--- src/rtl/stereo_out_pkg.sv ---
package stereo_out_pkg;

  typedef struct packed {
    logic popPair;   // take one left and one right sample
    logic loadLeft;  // start shifting the held left word
    logic loadRight; // start shifting the held right word
    logic shiftBit;  // advance the serial word by one bit
  } ser_strobe_t;

  localparam logic [1:0] ADDR_LEFT   = 2'd0;
  localparam logic [1:0] ADDR_RIGHT  = 2'd1;
  localparam logic [1:0] ADDR_STATUS = 2'd2;
  localparam logic [1:0] ADDR_MASK   = 2'd3;

  localparam int ST_UNDER_BASE = 4;
  localparam int ST_OVF_BASE   = 6;
  localparam int MASK_W        = 6;

endpackage

--- src/rtl/stereo_out_fifo.sv ---
module stereo_out_fifo #(
  parameter int W     = 16,
  parameter int DEPTH = 4,
  localparam int PTR_W = (DEPTH > 1) ? $clog2(DEPTH) : 1,
  localparam int CNT_W = $clog2(DEPTH + 1)
) (
  input  logic             clk,
  input  logic             rstN,
  input  logic             push,
  input  logic             pop,
  input  logic [W-1:0]     din,
  output logic [W-1:0]     dout,
  output logic [CNT_W-1:0] count,
  output logic             full,
  output logic             empty
);

  logic [W-1:0]     mem [DEPTH];
  logic [PTR_W-1:0] wrPtr, rdPtr;
  logic             pushOk, popOk;

  function automatic logic [PTR_W-1:0] stepPtr(input logic [PTR_W-1:0] p);
    return (p == PTR_W'(DEPTH - 1)) ? '0 : p + PTR_W'(1);
  endfunction

  assign full   = (count == CNT_W'(DEPTH));
  assign empty  = (count == '0);
  assign pushOk = push && !full;
  assign popOk  = pop && !empty;
  assign dout   = mem[rdPtr];

  always_ff @(posedge clk) begin
    if (pushOk) mem[wrPtr] <= din;
  end

  always_ff @(posedge clk) begin
    if (!rstN) begin
      wrPtr <= '0;
      rdPtr <= '0;
      count <= '0;
    end else begin
      if (pushOk) wrPtr <= stepPtr(wrPtr);
      if (popOk)  rdPtr <= stepPtr(rdPtr);
      case ({pushOk, popOk})
        2'b10:   count <= count + CNT_W'(1);
        2'b01:   count <= count - CNT_W'(1);
        default: count <= count;
      endcase
    end
  end

endmodule

--- src/rtl/stereo_out_ctrl.sv ---
module stereo_out_ctrl
  import stereo_out_pkg::*;
(
  input  logic        clk,
  input  logic        rstN,
  input  logic        bitClkIn,
  input  logic        wordSelIn,
  output ser_strobe_t strb
);

  logic [1:0] bclkSync;
  logic [1:0] wsSync;
  logic       bclkPrev;
  logic       wsPrev;
  logic       pending;
  logic       pendChan;
  logic       fallEdge;
  logic       wsNow;
  logic       wsChanged;

  assign wsNow     = wsSync[1];
  assign fallEdge  = bclkPrev && !bclkSync[1];
  assign wsChanged = (wsNow != wsPrev);

  // word-select idles high so that the first low phase opens a frame
  always_ff @(posedge clk) begin
    if (!rstN) begin
      bclkSync <= '0;
      wsSync   <= '1;
      bclkPrev <= 1'b0;
      wsPrev   <= 1'b1;
      pending  <= 1'b0;
      pendChan <= 1'b1;
    end else begin
      bclkSync <= {bclkSync[0], bitClkIn};
      wsSync   <= {wsSync[0], wordSelIn};
      bclkPrev <= bclkSync[1];
      if (fallEdge) begin
        wsPrev   <= wsNow;
        pending  <= wsChanged;
        pendChan <= wsNow;
      end
    end
  end

  always_comb begin
    strb.popPair   = fallEdge && wsChanged && !wsNow;
    strb.loadLeft  = fallEdge && pending && !pendChan;
    strb.loadRight = fallEdge && pending && pendChan;
    strb.shiftBit  = fallEdge && !pending;
  end

endmodule

--- src/rtl/stereo_out_dp.sv ---
module stereo_out_dp
  import stereo_out_pkg::*;
#(
  parameter int SAMPLE_W = 16,
  parameter int DEPTH    = 4,
  localparam int CNT_W   = $clog2(DEPTH + 1)
) (
  input  logic                clk,
  input  logic                rstN,
  input  ser_strobe_t         strb,
  input  logic                busWrEn,
  input  logic [1:0]          busAddr,
  input  logic [SAMPLE_W-1:0] busWrData,
  output logic [SAMPLE_W-1:0] busRdData,
  output logic                serialOut,
  output logic                irqOut,
  output logic [CNT_W-1:0]    leftCount,
  output logic [CNT_W-1:0]    rightCount,
  output logic [7:0]          statusVec,
  output logic [MASK_W-1:0]   maskVec
);

  logic [1:0][SAMPLE_W-1:0] headV;
  logic [1:0][SAMPLE_W-1:0] holdV;
  logic [1:0][CNT_W-1:0]    cntV;
  logic [1:0]               pushV, fullV, emptyV, halfV, underV, ovfV;
  logic                     clrStb;
  logic [SAMPLE_W-1:0]      shReg;
  logic [MASK_W-1:0]        maskQ;

  assign clrStb = busWrEn && (busAddr == ADDR_STATUS);

  for (genvar ch = 0; ch < 2; ch++) begin : g_chan
    logic [SAMPLE_W-1:0] holdQ;
    logic                underQ;
    logic                ovfQ;

    assign pushV[ch] = busWrEn && (busAddr == 2'(ch));
    assign halfV[ch] = (cntV[ch] <= CNT_W'(DEPTH / 2));

    stereo_out_fifo #(.W(SAMPLE_W), .DEPTH(DEPTH)) u_fifo (
      .clk   (clk),
      .rstN  (rstN),
      .push  (pushV[ch]),
      .pop   (strb.popPair),
      .din   (busWrData),
      .dout  (headV[ch]),
      .count (cntV[ch]),
      .full  (fullV[ch]),
      .empty (emptyV[ch])
    );

    always_ff @(posedge clk) begin
      if (!rstN) begin
        holdQ  <= '0;
        underQ <= 1'b0;
        ovfQ   <= 1'b0;
      end else begin
        if (strb.popPair) holdQ <= emptyV[ch] ? '0 : headV[ch];
        underQ <= (strb.popPair && emptyV[ch]) ||
                  (underQ && !(clrStb && busWrData[ST_UNDER_BASE + ch]));
        ovfQ   <= (pushV[ch] && fullV[ch]) ||
                  (ovfQ && !(clrStb && busWrData[ST_OVF_BASE + ch]));
      end
    end

    assign holdV[ch]  = holdQ;
    assign underV[ch] = underQ;
    assign ovfV[ch]   = ovfQ;
  end

  always_ff @(posedge clk) begin
    if (!rstN) begin
      shReg <= '0;
      maskQ <= '1;
    end else begin
      if (strb.loadLeft)       shReg <= holdV[0];
      else if (strb.loadRight) shReg <= holdV[1];
      else if (strb.shiftBit)  shReg <= {shReg[SAMPLE_W-2:0], 1'b0};
      if (busWrEn && (busAddr == ADDR_MASK)) maskQ <= busWrData[MASK_W-1:0];
    end
  end

  assign serialOut  = shReg[SAMPLE_W-1];
  assign statusVec  = {ovfV[1], ovfV[0], underV[1], underV[0],
                       halfV[1], emptyV[1], halfV[0], emptyV[0]};
  assign irqOut     = |(statusVec[MASK_W-1:0] & ~maskQ);
  assign maskVec    = maskQ;
  assign leftCount  = cntV[0];
  assign rightCount = cntV[1];

  always_comb begin
    case (busAddr)
      ADDR_STATUS: busRdData = SAMPLE_W'(statusVec);
      ADDR_MASK:   busRdData = SAMPLE_W'(maskQ);
      default:     busRdData = '0;
    endcase
  end

endmodule

--- src/rtl/stereo_out_buf.sv ---
module stereo_out_buf
  import stereo_out_pkg::*;
#(
  parameter int SAMPLE_W = 16,
  parameter int DEPTH    = 4
) (
  input  logic                clk,
  input  logic                rstN,
  input  logic                busWrEn,
  input  logic [1:0]          busAddr,
  input  logic [SAMPLE_W-1:0] busWrData,
  output logic [SAMPLE_W-1:0] busRdData,
  input  logic                bitClkIn,
  input  logic                wordSelIn,
  output logic                serialOut,
  output logic                irqOut
);

  localparam int CNT_W = $clog2(DEPTH + 1);

  ser_strobe_t       strb;
  logic [CNT_W-1:0]  leftCount, rightCount;
  logic [7:0]        statusVec;
  logic [MASK_W-1:0] maskVec;

  stereo_out_ctrl u_ctrl (
    .clk       (clk),
    .rstN      (rstN),
    .bitClkIn  (bitClkIn),
    .wordSelIn (wordSelIn),
    .strb      (strb)
  );

  stereo_out_dp #(.SAMPLE_W(SAMPLE_W), .DEPTH(DEPTH)) u_dp (
    .clk        (clk),
    .rstN       (rstN),
    .strb       (strb),
    .busWrEn    (busWrEn),
    .busAddr    (busAddr),
    .busWrData  (busWrData),
    .busRdData  (busRdData),
    .serialOut  (serialOut),
    .irqOut     (irqOut),
    .leftCount  (leftCount),
    .rightCount (rightCount),
    .statusVec  (statusVec),
    .maskVec    (maskVec)
  );

endmodule

--- config.mk ---
export PLATFORM = sky130hd
export DESIGN_NAME = stereo_out_buf
export DESIGN_NICKNAME = d
export VERILOG_FILES = /design/src/rtl/stereo_out_pkg.sv /design/src/rtl/stereo_out_fifo.sv /design/src/rtl/stereo_out_ctrl.sv /design/src/rtl/stereo_out_dp.sv /design/src/rtl/stereo_out_buf.sv
export SDC_FILE = /design/constraint.sdc
export NUM_CORES = 1
export LEC_CHECK = 0
export ABC_AREA = 1
export ABC_CLOCK_PERIOD_IN_PS = 2300
export CAP_MARGIN = 20
export CORE_AREA = 2 2 130 132
export DETAILED_ROUTE_END_ITERATION = 8
export DIE_AREA = 0 0 132 134
export DONT_BUFFER_PORTS = 1
export GPL_TIMING_DRIVEN = 0
export PLACE_DENSITY_LB_ADDON = 0.08
export SLEW_MARGIN = 25
export SYNTH_ARGS = -nofsm -noshare
export SYNTH_HDL_FRONTEND = slang
export SYNTH_SLANG_ARGS = --single-unit
--- constraint.sdc ---
create_clock -name clk -period 2.3 [get_ports clk]
set_clock_uncertainty 0.15 [all_clocks]
set_input_delay 0.115 -clock clk [delete_from_list [all_inputs] [get_ports clk]]
set_output_delay 0.115 -clock clk [all_outputs]
set_load 0.005 [all_outputs]
# == Yosys cells after proc, flatten, opt, wreduce, memory -nomap -nowiden ==
# Memory sizes are Yosys's and may differ from the RTL's. A register that Yosys moved wholly into a read port is not among the register bits.
# Cells that the tools add are included.
# totals
word_cells,117
memories,2
input_bits,23
ram_bits,128
ff_bits,79
output_inout_bits,18
# memory_table
name,depth,width,rd,rd_ports_with_merged_regs,wr,line_no,source
u_dp.g_chan[0].u_fifo.mem,4,16,1,1,1,stereo_out_fifo.sv:18,logic [W-1:0] mem [DEPTH];
u_dp.g_chan[1].u_fifo.mem,4,16,1,1,1,stereo_out_fifo.sv:18,
# op_classes
n_reduce_logical,50
order_cmp,2
bitwise,2
addsub,8
n_eq_ne,14
muxes,20
# ops
cell,count
two-way mux 16 bit,5
logical AND 1 bit,27
"equality test 2 bit, second input constant",8
two-way mux 2 bit,8
one-hot mux 8 bit (2 select lines),1
logical NOT 1 bit,12
one-hot mux 3 bit (2 select lines),2
"adder 2 x 1 -> 2 bit, second input constant",4
"adder 3 x 1 -> 3 bit, second input constant",2
AND 6 bit,1
"equality test 2 x 1 -> 1 bit, second input constant",3
"equality test 3 bit, second input constant",2
"<= comparator 3 x 2 -> 1 bit, second input constant",2
logical NOT 3 bit,2
inverter 6 bit,1
OR reduction 6 bit,1
"subtractor 3 x 1 -> 3 bit, second input constant",2
logical OR 1 bit,4
two-way mux 1 bit,4
nonzero test 2 bit,2
nonzero test 3 bit,1
logical NOT 2 bit,1
inequality test 1 bit,1

# == Depth between registers and ports, before layout ==
# Gate-level depths: netlist (run 1).
# depth
depth_word,7
mapped_depth,12

# == Cells and area by module ==
# A second synthesis (run 1) with hierarchy kept.
# hier_totals
hier_cells,908
hier_area_um2,8894.8
# by_module_without_submodules
module,area_each_um2,seq_area_each_um2,instances,cells_each
stereo_out_fifo (u_dp.g_chan[1].u_fifo),2972.9,2102.0,1,224
stereo_out_fifo (u_dp.g_chan[0].u_fifo),2852.7,2102.0,1,225
stereo_out_dp,2811.4,1161.1,1,423
stereo_out_ctrl,257.7,140.1,1,36

# == Worst setup path after synthesis (run 1) ==
# No wires, ideal clock.
# synth_timing
path_type,flip-flop to flip-flop
from,register u_ctrl.bclkPrev
to,register u_dp.g_chan[1].u_fifo.count[2]
path_buffers,1
slack_ns,0.039
stages_incl_launch_ff,13
setup_ns,0.070
arrival_ns,2.041
cell_sequence,dfxtp_1 -> inv_1 -> nor2_8 -> nand3_4 -> nor2_4 -> buf_6 -> ha_1 -> inv_1 -> fa_1 -> or2_2 -> nand2_1 -> o21ai_0 -> a21oi_1
# synth_between
elab_chain_len,6
word_cells_on_any_way,8
# synth_lines
element,line_no,source
from (decl),stereo_out_ctrl.sv:13,logic bclkPrev;
from (signal assigned),stereo_out_ctrl.sv:37,bclkPrev <= bclkSync[1];
logical AND 1 bit *,stereo_out_ctrl.sv:22,assign fallEdge = bclkPrev && !bclkSync[1];
logical AND 1 bit * (2 in a row),stereo_out_ctrl.sv:47,strb.popPair = fallEdge && wsChanged && !wsNow;
logical AND 1 bit *,stereo_out_fifo.sv:29,assign popOk = pop && !empty;
via u_dp.g_chan[1].u_fifo.popOk,stereo_out_fifo.sv:20,"logic pushOk, popOk;"
equality test 2 x 1 -> 1 bit or equality test 2 bit (tied branches),stereo_out_fifo.sv:44,"case ({pushOk, popOk})"
one-hot mux 3 bit (2 select lines) or nonzero test 2 bit (tied branches),-,
to (signal assigned),stereo_out_fifo.sv:45,2'b10: count <= count + CNT_W'(1);
to (signal assigned),stereo_out_fifo.sv:46,2'b01: count <= count - CNT_W'(1);
to (signal assigned),stereo_out_fifo.sv:47,default: count <= count;
to (decl),stereo_out_fifo.sv:13,"output logic [CNT_W-1:0] count,"
# Mark *: on every way through the listed nets, which the timed path passes. The rest lies on a longest branch.
# A chain may end at the register's enable or synchronous reset.

# == Worst setup path in the final report (run 1) ==
# layout_timing
from,input busWrEn
to,register u_dp.maskQ[0] (netlist: u_dp.maskVec[0])
# layout_between
elab_chain_len,1
# layout_lines
element,line_no,source
from (decl),stereo_out_buf.sv:9,"input logic busWrEn,"
logical AND 1 bit,stereo_out_dp.sv:80,if (busWrEn && (busAddr == ADDR_MASK)) maskQ <= busWrData[MASK_W-1:0];
to (signal assigned),stereo_out_dp.sv:80,
to (decl),stereo_out_dp.sv:29,logic [MASK_W-1:0] maskQ;
# Every way passes these cells.

==> flow_summary.toml, run 1 <==
[synthesis]
ys_ff_latch = 211
ys_warn_count = 0
async_flop_share_pct = 0
syn_avg_cell_area_um2 = 8.88
syn_inst = 1025
yosysUniqueCellTypes = 31
ys_dominant_reg_cell = "edfxtp_1"
yosysTopAreaCell = "edfxtp_1"
synth_top_area_share_pct = 42.2
synth_edf_count = 128
yosysSeqAreaShare_pct = 60.5
synthTopCellsByArea = "edfxtp_1, dfxtp_1, nand2_1"
syn-cell-area_um2 = 9100

[sta]
setup_slack_ns = 0.115
hold_viol_final = 0
timing.fmax_mhz = 458
slew_viol_final = 0
worst_pin_slew_ns = 0.899
relSlewSlack_pct = 40.0
setup_viol = 0
period_minus_slack_ns = 2.19
fin_crit_sh_pct = 95.0
hold_slack_ns = 0.0302

[clock_network]
ctsRootBufferMaster = "clkbuf_16"
clk_pin_slew_ns = 0.06
h-tree-depth = 1
clock-sinks = 211
cts_tree = "done"
clk_latency_ns = 0.50
clock_path_buffers = 3
numCtsBuffers = 22

[floorplan]
io-pin-count = 41
num_rows = 47
start_util_pct = 55.9
die_h_um = 134
die-area_um2 = 17700
core_area_um2 = 16300
die_x_um = 132

[place]
io_buffers = 0
gp_congestion = 0.903
post-place-ws_ns = -0.288
dp_cells = 1258
dp_hpwl_mm = 14.4

[drt]
firstDrtPassIters = 5
wirelength_mm = 21.5
drc = 0
routed-via-count = 6726
drtIter0Drc = 515
ant_nets = 0
wl_per_cell_um = 16.1
viasPerCell = 5.03

[min_path]
min-delay-path-class = "in -> reg"

[setup_path]
worstSetupPathType = "in -> reg"
endpoint_kind = "flip-flop"
startpoint_type = "primary input"
worst-path-max-fanout = 5
crit_required_ns = 2.53
cp.arrival_ns = 2.42

[power_and_ir_drop]
p_leak_uw = 0.00427
ir_drop_uv = 614
fin_total_pwr_uw = 8150
p_per_area_nw_per_um2 = 763

[layout]
mostFrequentLayoutCells = "nand2_1, nor2_1, edfxtp_1, inv_1, dfxtp_1"
nNetsFinal = 1136
layout-area-overhead-vs-synth_pct = 17.2
drive_above_1_share_pct = 11.7
final_common_cell = "nand2_1"
layout.cells.non_filler = 1336

[run]
drv_cap = 0

[global_routing]
grt_pass1_vias = 6184
grt_use_total_pct = 24.7
antenna_found_initial = 1
grt_max_degree = 17
grt_pass1_wl_mm = 33.5
overflow = 0

[status]
status = "finished clean"
==> critical path, cell delays in order <==
cell           delay [ns]
dlygate4sd3_1        0.64
inv_1                0.10
nor2_1               0.15
dlygate4sd3_1        0.60
inv_1                0.10
nand2_1              0.07
nand3_1              0.06
dlygate4sd3_1        0.59
==> path summary, 6_finish.rpt <==
path	slack (ns)	end	startpoint	depth (start not counted)
worst max register to register	0.12	u_dp.g_chan[0].u_fifo.count[2]	u_dp.g_chan[0].u_fifo.count[0]	12
worst max-delay path	0.11	u_dp.maskVec[0]	busWrEn	8
worst min register to register	0.27	u_ctrl.bclkSync[1]	u_ctrl.bclkSync[0]	2
worst min-delay path	0.03	u_dp.g_chan[1].u_fifo.wrPtr[0]	rstN	4
==> layer usage <==
metal | GRT usage, % | routed length, µm | vias up
met2 | 41.9 | 10300 | 182
met5 | 0 | 0 | -
met1 | 33.3 | 9310 | 3122
met3 | 3.78 | 1320 | 40
met4 | 6.70 | 573 | 0
li1 | - | - | 3382
==> metrics by stage <==
step	cell area, µm²	TNS [ns]	utilization [%]
floorplan	9130	0	-
global placement	9410	-37.65	57.7
detailed placement	9500	-0.581	58.3
CTS	10600	0	65.1
global route	10700	-0.000160	65.5
finish	10700	0	65.5
==> cell usage after synthesis (2+ instances only) <==
cell type  number
buf_6           3
a21oi_1        69
clkbuf_1        9
buf_1           6
o211ai_1        2
o21ai_0        27
dfxtp_1        83
a21oi_2         9
nand2_1       280
edfxtp_1      128
nand3_1        37
buf_4          11
inv_1         128
or2_2           5
fa_1            2
nor3_1          6
nor2_1        170
buf_2          20
ha_1           12
nor2_4          2
nor2_2          2
nand4_1         3
clkinv_1        3
==> logic make-up after synthesis <==
kind of cell	synth area share (%)
and+or+nand+nor	22.4
adders and majority gates	2.09
AOI/OAI and AO/OA	6.53
buffers and inverters	8.40
other	0.0412
DFF	60.5
xor gates and xnor gates	0.0962
==> state kept, by name, indices dropped and copies added, names as in the netlist, 4 cells and up, named ones only <==
name and cells:
u_dp.maskVec 6, u_dp.g_chan.u_fifo.rdPtr 4, u_dp.g_chan.holdQ 32, u_dp.g_chan.u_fifo.wrPtr 4, u_dp.g_chan.u_fifo.count 6, u_dp.g_chan.u_fifo.mem 128
u_dp.shReg 16
==> timing repair <==
item / in CTS / in global routing
gates resized for setup: 6 / 19
setup endpoints to repair: 4 / 13
pin swaps: 3 / 3
hold buffers: 29 / 0
hold endpoints to repair: 150 / 0
setup buffers: 6 / 2
==> layout make-up <==
class,instances,area [µm²]
multi-input cells,641,2930
well taps,220,275
clock inverters,8,140
diodes,1,2.50
plain buffers,49,275
flip-flops and latches,211,5510
fillers,1345,5620
inverters,131,492
clock buffers,32,623
repair buffers,43,428
==> where the power goes <==
group | internal (µW) | switching [µW]
clock network | 2330 | 1410
registers | 4060 | 22.7
logic | 107 | 215
Note: power is estimated with default switching activity, not from simulation.
==> run 2: changes to the inputs <==
- CELL_PAD_IN_SITES_DETAIL_PLACEMENT: default -> 0
- CELL_PAD_IN_SITES_GLOBAL_PLACEMENT: default -> 1
- CORE_AREA: 2 2 130 132 -> 2 2 147 149
- DIE_AREA: 0 0 132 134 -> 0 0 149 151
==> run 2 against run 1 <==
Against the previous run:
- flip-flop and latch count did not move
- global-route usage is 3.7 points lower
- critical path type is now reg -> reg
- clock power decreased by 1%
- count of clock-buffer cells in the layout fell by 2
- final cell count increased by 4.1%
==> flow_summary.toml, run 2 (synthesis results as in run 1) <==
[setup_path]
startpoint_type = "flip-flop"
r2r_start = "u_ctrl.bclkSync[1]"
crit_required_ns = 2.62
endpoint_kind = "flip-flop"
cp.arrival_ns = 2.48
crit_start = "u_ctrl.bclkSync[1]"
worst-path-max-fanout = 3
worstSetupPathType = "reg -> reg"

[sta]
setup_viol = 0
hold_slack_ns = 0.0756
relSlewSlack_pct = 43.2
fin_crit_sh_pct = 93.8
period_minus_slack_ns = 2.16
worst_pin_slew_ns = 0.851
rsz0062_at_grt = "true"
slew_viol_final = 0
timing.fmax_mhz = 464
hold_viol_final = 0
fin_tns_setup_ns = 0

[clock_network]
h-tree-depth = 1
cts_tree = "done"
clk_latency_ns = 0.54
ctsRootBufferMaster = "clkbuf_16"
clock_path_buffers = 3
clk_pin_slew_ns = 0.06
clock-sinks = 211
numCtsBuffers = 25

[power_and_ir_drop]
ir_drop_uv = 602
p_leak_uw = 0.00426
p_per_area_nw_per_um2 = 757

[drt]
drtIter0Drc = 398
routed-via-count = 6516
ant_nets = 0
wirelength_mm = 22.7
drc = 0
viasPerCell = 4.68
firstDrtPassIters = 5
wl_per_cell_um = 16.3

[global_routing]
grt_pass1_vias = 6189
grt_use_total_pct = 21.0
antenna_found_initial = 0
grt_max_degree = 17
overflow = 0
grt_pass1_wl_mm = 35.3

[layout]
top_regs = "u_dp.g_chan.u_fifo.mem (128), u_dp.g_chan.holdQ (32), u_dp.shReg (16)"
final_common_cell = "nand2_1"
layout-area-overhead-vs-synth_pct = 17.5
drive_above_1_share_pct = 11.6
largest_register_ffs = 128
mostFrequentLayoutCells = "nand2_1, nor2_1, edfxtp_1, inv_1, dfxtp_1"
antennaDiodeCount = 0
multi_input_area_um2 = 2920
largest_register = "u_dp.g_chan.u_fifo.mem"
nNetsFinal = 1134
ff_latch_area_um2 = 5510
fillers = 2040

[floorplan]
num_rows = 53
die_x_um = 149
core_area_um2 = 20800
io-pin-count = 41
die_h_um = 151
die-area_um2 = 22500
start_util_pct = 43.7

[min_path]
hp-start = "bitClkIn"
min-delay-path-class = "in -> reg"

[status]
status = "finished clean"

[place]
dp_hpwl_mm = 16.0
io_buffers = 0
gp_congestion = 0.817

[run]
drv_cap = 0
-- run 2: cell types whose count changed in the layout (fill, tap and decap cells not counted), moves of 2 or more --
cell,delta
clkbuf_16,+2
nand2_1,+3
clkinv_1,+3
inv_2,-3
dlygate4sd3_1,-5
bufinv_16,-3
inv_1,+2
nand2_2,-3
clkinv_2,+4
clkbuf_2,-3
-- run 2: final timing paths --
check                                                      end  slack (ns)  cells past startpoint
worst min-delay path                        u_ctrl.bclkSync[0]        0.08                      3
worst min register to register                u_ctrl.wsSync[1]        0.26                      1
worst max-delay path            u_dp.g_chan[1].u_fifo.count[2]        0.14                     11
worst max register to register  u_dp.g_chan[1].u_fifo.count[2]        0.14                     11
-- run 2: routing by layer --
metal	part of all wire [%]	wire, µm	global-route usage, %	vias to the layer above
met5	0	0	0	-
met4	1.9	437	4.52	0
met3	3.7	848	3.10	31
met2	47	10700	35.6	85
met1	47	10700	28.8	3019
li1	-	-	-	3381
-- run 2: cell type report --
class                           instances  share of cell area (%)
Sequential cell                       211                    51.5
Multi-Input combinational cell        641                    27.3
Clock buffer                           30                    6.02
Inverter                              131                    4.62
Timing Repair Buffer                   38                    3.64
Tap cell                              275                    3.22
Buffer                                 49                    2.57
Clock inverter                         16                    1.18
-- run 2: power breakdown --
part	total (µW)	leakage, µW	internal, µW	switching (µW)
Clock	3690	0.000379	2130	1570
Combinational	323	0.00205	104	219
Sequential	4080	0.00183	4060	22.2
Total	8100	0.00426	6290	1810
-- run 2: repair_timing --
action                                  in CTS  in global routing
hold buffers                                24                  0
resized for setup                            4                 15
buffers inserted                             5                  4
pin swaps                                    3                  3
endpoints found under the setup margin       3                 32
endpoints found under the hold margin      150                  0
-- run 2: stage by stage --
step / util, % / total power (µW) / worst slack [ns] / cell area [µm²] / cells
after detailed placement: 46.0 / 4400 / -0.318 / 9570 / 1313
final: 51.4 / 8100 / 0.143 / 10700 / 1391
after floorplan: - / 4320 / 0.0395 / 9130 / 1032
after global placement: 45.5 / 4390 / -0.511 / 9470 / 1307
after CTS: 51.1 / 8180 / 0.00136 / 10600 / 1388
after global routing: 51.4 / 8380 / -0.00472 / 10700 / 1391
-- run 2: critical path, stage by stage (launching register included) --
cell and delay [ns]:
dfxtp_1 0.37, nor2_8 0.12, nand3_4 0.10, nor2_4 0.14, buf_6 0.12, ha_1 0.13, inv_1 0.06, fa_2 0.33
or2_2 0.30, nand2_1 0.08, o21ai_0 0.07, a21oi_1 0.12
==> run 3: changes to the inputs <==
- GPL_TIMING_DRIVEN: 0 -> default
==> run 3 against run 2 <==
Against the previous run:
- global-route usage decreased by 2.2 points
- register-to-register slack got worse by 0.03 ns
- critical endpoint unchanged
- total power increased by 1.2%
- sequential power about the same
- largest power group unchanged
- final cell count decreased by 2.4%
- die area unchanged
- sequential share of layout area increased by 0.83 points
- maximum frequency decreased by 1.2%
- critical path depth unchanged
==> flow_summary.toml, run 3 (synthesis results as in run 1) <==
[setup_path]
endpoint_kind = "flip-flop"
reg2reg_depth = 11
r2r_start = "u_ctrl.bclkPrev"
crit_required_ns = 2.59
regToRegEndpoint = "u_dp.g_chan[1].u_fifo.count[2]"
slowest_stage = "fa_1"
r2r_slack_ns = 0.12
worstSetupPathType = "reg -> reg"
worst-path-max-fanout = 6
cpPeakStageDelay_ns = 0.38
startpoint_type = "flip-flop"
cp.arrival_ns = 2.48
crit_chain = "inv_2 > nor2_8 > nand3_4 > nor2_4 > ha_1 > inv_1 > fa_1 > or2_2 > nand2_1 > o21ai_0 > a21oi_1"

[global_routing]
grt_max_degree = 65
grt_pass1_wl_mm = 32.5
overflow = 0
antenna_found_initial = 1
grt_use_total_pct = 18.8
grt_pass1_vias = 5984

[clock_network]
clk_latency_ns = 0.52
numCtsBuffers = 25
h-tree-depth = 1
ctsRootBufferMaster = "clkbuf_16"
cts_tree = "done"
clock_path_buffers = 3
clock-sinks = 211
clk_pin_slew_ns = 0.06

[sta]
rsz0062_at_grt = "false"
setup_viol = 0
relSlewSlack_pct = 45.9
fin_tns_setup_ns = 0
setup_slack_ns = 0.117
slew_viol_final = 0
worst_pin_slew_ns = 0.808
fin_crit_sh_pct = 94.9
hold_viol_final = 0
period_minus_slack_ns = 2.18
timing.fmax_mhz = 458

[floorplan]
die-area_um2 = 22500
die_x_um = 149
core_area_um2 = 20800
die_h_um = 151
start_util_pct = 43.7
num_rows = 53
io-pin-count = 41

[drt]
wl_per_cell_um = 14.9
firstDrtPassIters = 5
drc = 0
viasPerCell = 4.63
ant_nets = 0
routed-via-count = 6281
wirelength_mm = 20.3
drtIter0Drc = 346

[layout]
mostFrequentLayoutCells = "nand2_1, nor2_1, edfxtp_1, inv_1, dfxtp_1"
ff_latch_area_um2 = 5510
largest_register_ffs = 128
fin_area_um2 = 10500
drive_above_1_share_pct = 8.49
fillers = 2012
largest_register = "u_dp.g_chan.u_fifo.mem"
nNetsFinal = 1101
multi_input_area_um2 = 2870
final_common_cell = "nand2_1"
layout-area-overhead-vs-synth_pct = 15.7
antennaDiodeCount = 0
final_core_util_pct = 50.6
top_regs = "u_dp.g_chan.u_fifo.mem (128), u_dp.g_chan.holdQ (32), u_dp.shReg (16)"

[power_and_ir_drop]
power.share.switching_pct = 20.9
pwr-share-clk_pct = 46.6
seq_power_share_pct = 49.8
cellInternalPower_uw = 6480
p_leak_uw = 0.00416
ir_drop_uv = 575
p_per_area_nw_per_um2 = 778
switching_power_uw = 1710
comb_power_share_pct = 3.6

[place]
dp_hpwl_mm = 12.8
gp_congestion = 0.734
io_buffers = 0
post_dp_cell_area_um2 = 9460
post-place-ws_ns = 0.149

[status]
status = "finished clean"

[run]
drv_cap = 0

[min_path]
min-delay-path-class = "in -> reg"
min_to = "u_ctrl.wsSync[0]"
hold_depth = 2
hp-start = "wordSelIn"
-- run 3: critical path: cells and delay by family, from the launching register on --
family          cells  cell delay (ns)
buf+inv             2             0.13
fa+ha+maj           2             0.52
compound gates      2             0.22
flops               1             0.34
simple gates        5             0.76
-- run 3: what timing repair did --
item	CTS	global route
hold endpoints to repair	197	0
setup buffers	0	1
gates resized for setup	0	5
hold buffers	26	0
setup endpoints to repair	0	2
-- run 3: metal layers --
metal | share of wire, % | vias up | global-route usage, %
met1 | 50 | 2848 | 26.9
met3 | 3.9 | 29 | 2.83
met5 | 0.064 | - | 0
met4 | 1.6 | 2 | 4.38
met2 | 45 | 97 | 30.2
li1 | - | 3305 | -
-- run 3: cell type report --
type,instances,share of cell area [%]
Inverter,131,4.67
Tap cell,275,3.27
Timing Repair Buffer,54,4.94
Multi-Input combinational cell,641,27.2
Sequential cell,211,52.3
Clock inverter,15,1.40
Clock buffer,31,6.16
-- run 3: worst max path at each step --
stage                                        start                              to  slack (ns)  depth (start not counted)
global placement    u_dp.g_chan[0].u_fifo.count[1]  u_dp.g_chan[0].u_fifo.count[2]        0.18                         11
finish                             u_ctrl.bclkPrev  u_dp.g_chan[1].u_fifo.count[2]        0.12                         11
global route                       u_ctrl.bclkPrev  u_dp.g_chan[1].u_fifo.count[2]       0.002                         11
CTS                                u_ctrl.bclkPrev  u_dp.g_chan[1].u_fifo.count[2]         0.1                         11
floorplan                          u_ctrl.bclkPrev  u_dp.g_chan[1].u_fifo.count[2]        0.04                         12
detailed placement                 u_ctrl.bclkPrev  u_dp.g_chan[1].u_fifo.count[2]        0.15                         11
-- run 3: per-stage QoR --
step / hold WS, ns / std cells / total power [µW]
6_report: 0.0956 / 1358 / 8200
5_1_grt: 0.0877 / 1358 / 8490
4_1_cts: 0.0778 / 1357 / 8300
3_5_place_dp: 0.0625 / 1285 / 4370
3_3_place_gp: 0.0569 / 1285 / 4370
2_1_floorplan: 0.0626 / 1032 / 4320
-- run 3: power by group through the flow --
stage	combinational, µW	clock [µW]	sequential, µW
floorplan	166	0	4160
global placement	214	0	4160
detailed placement	213	0	4160
CTS	296	3920	4080
global route	333	4080	4080
finish	294	3820	4080
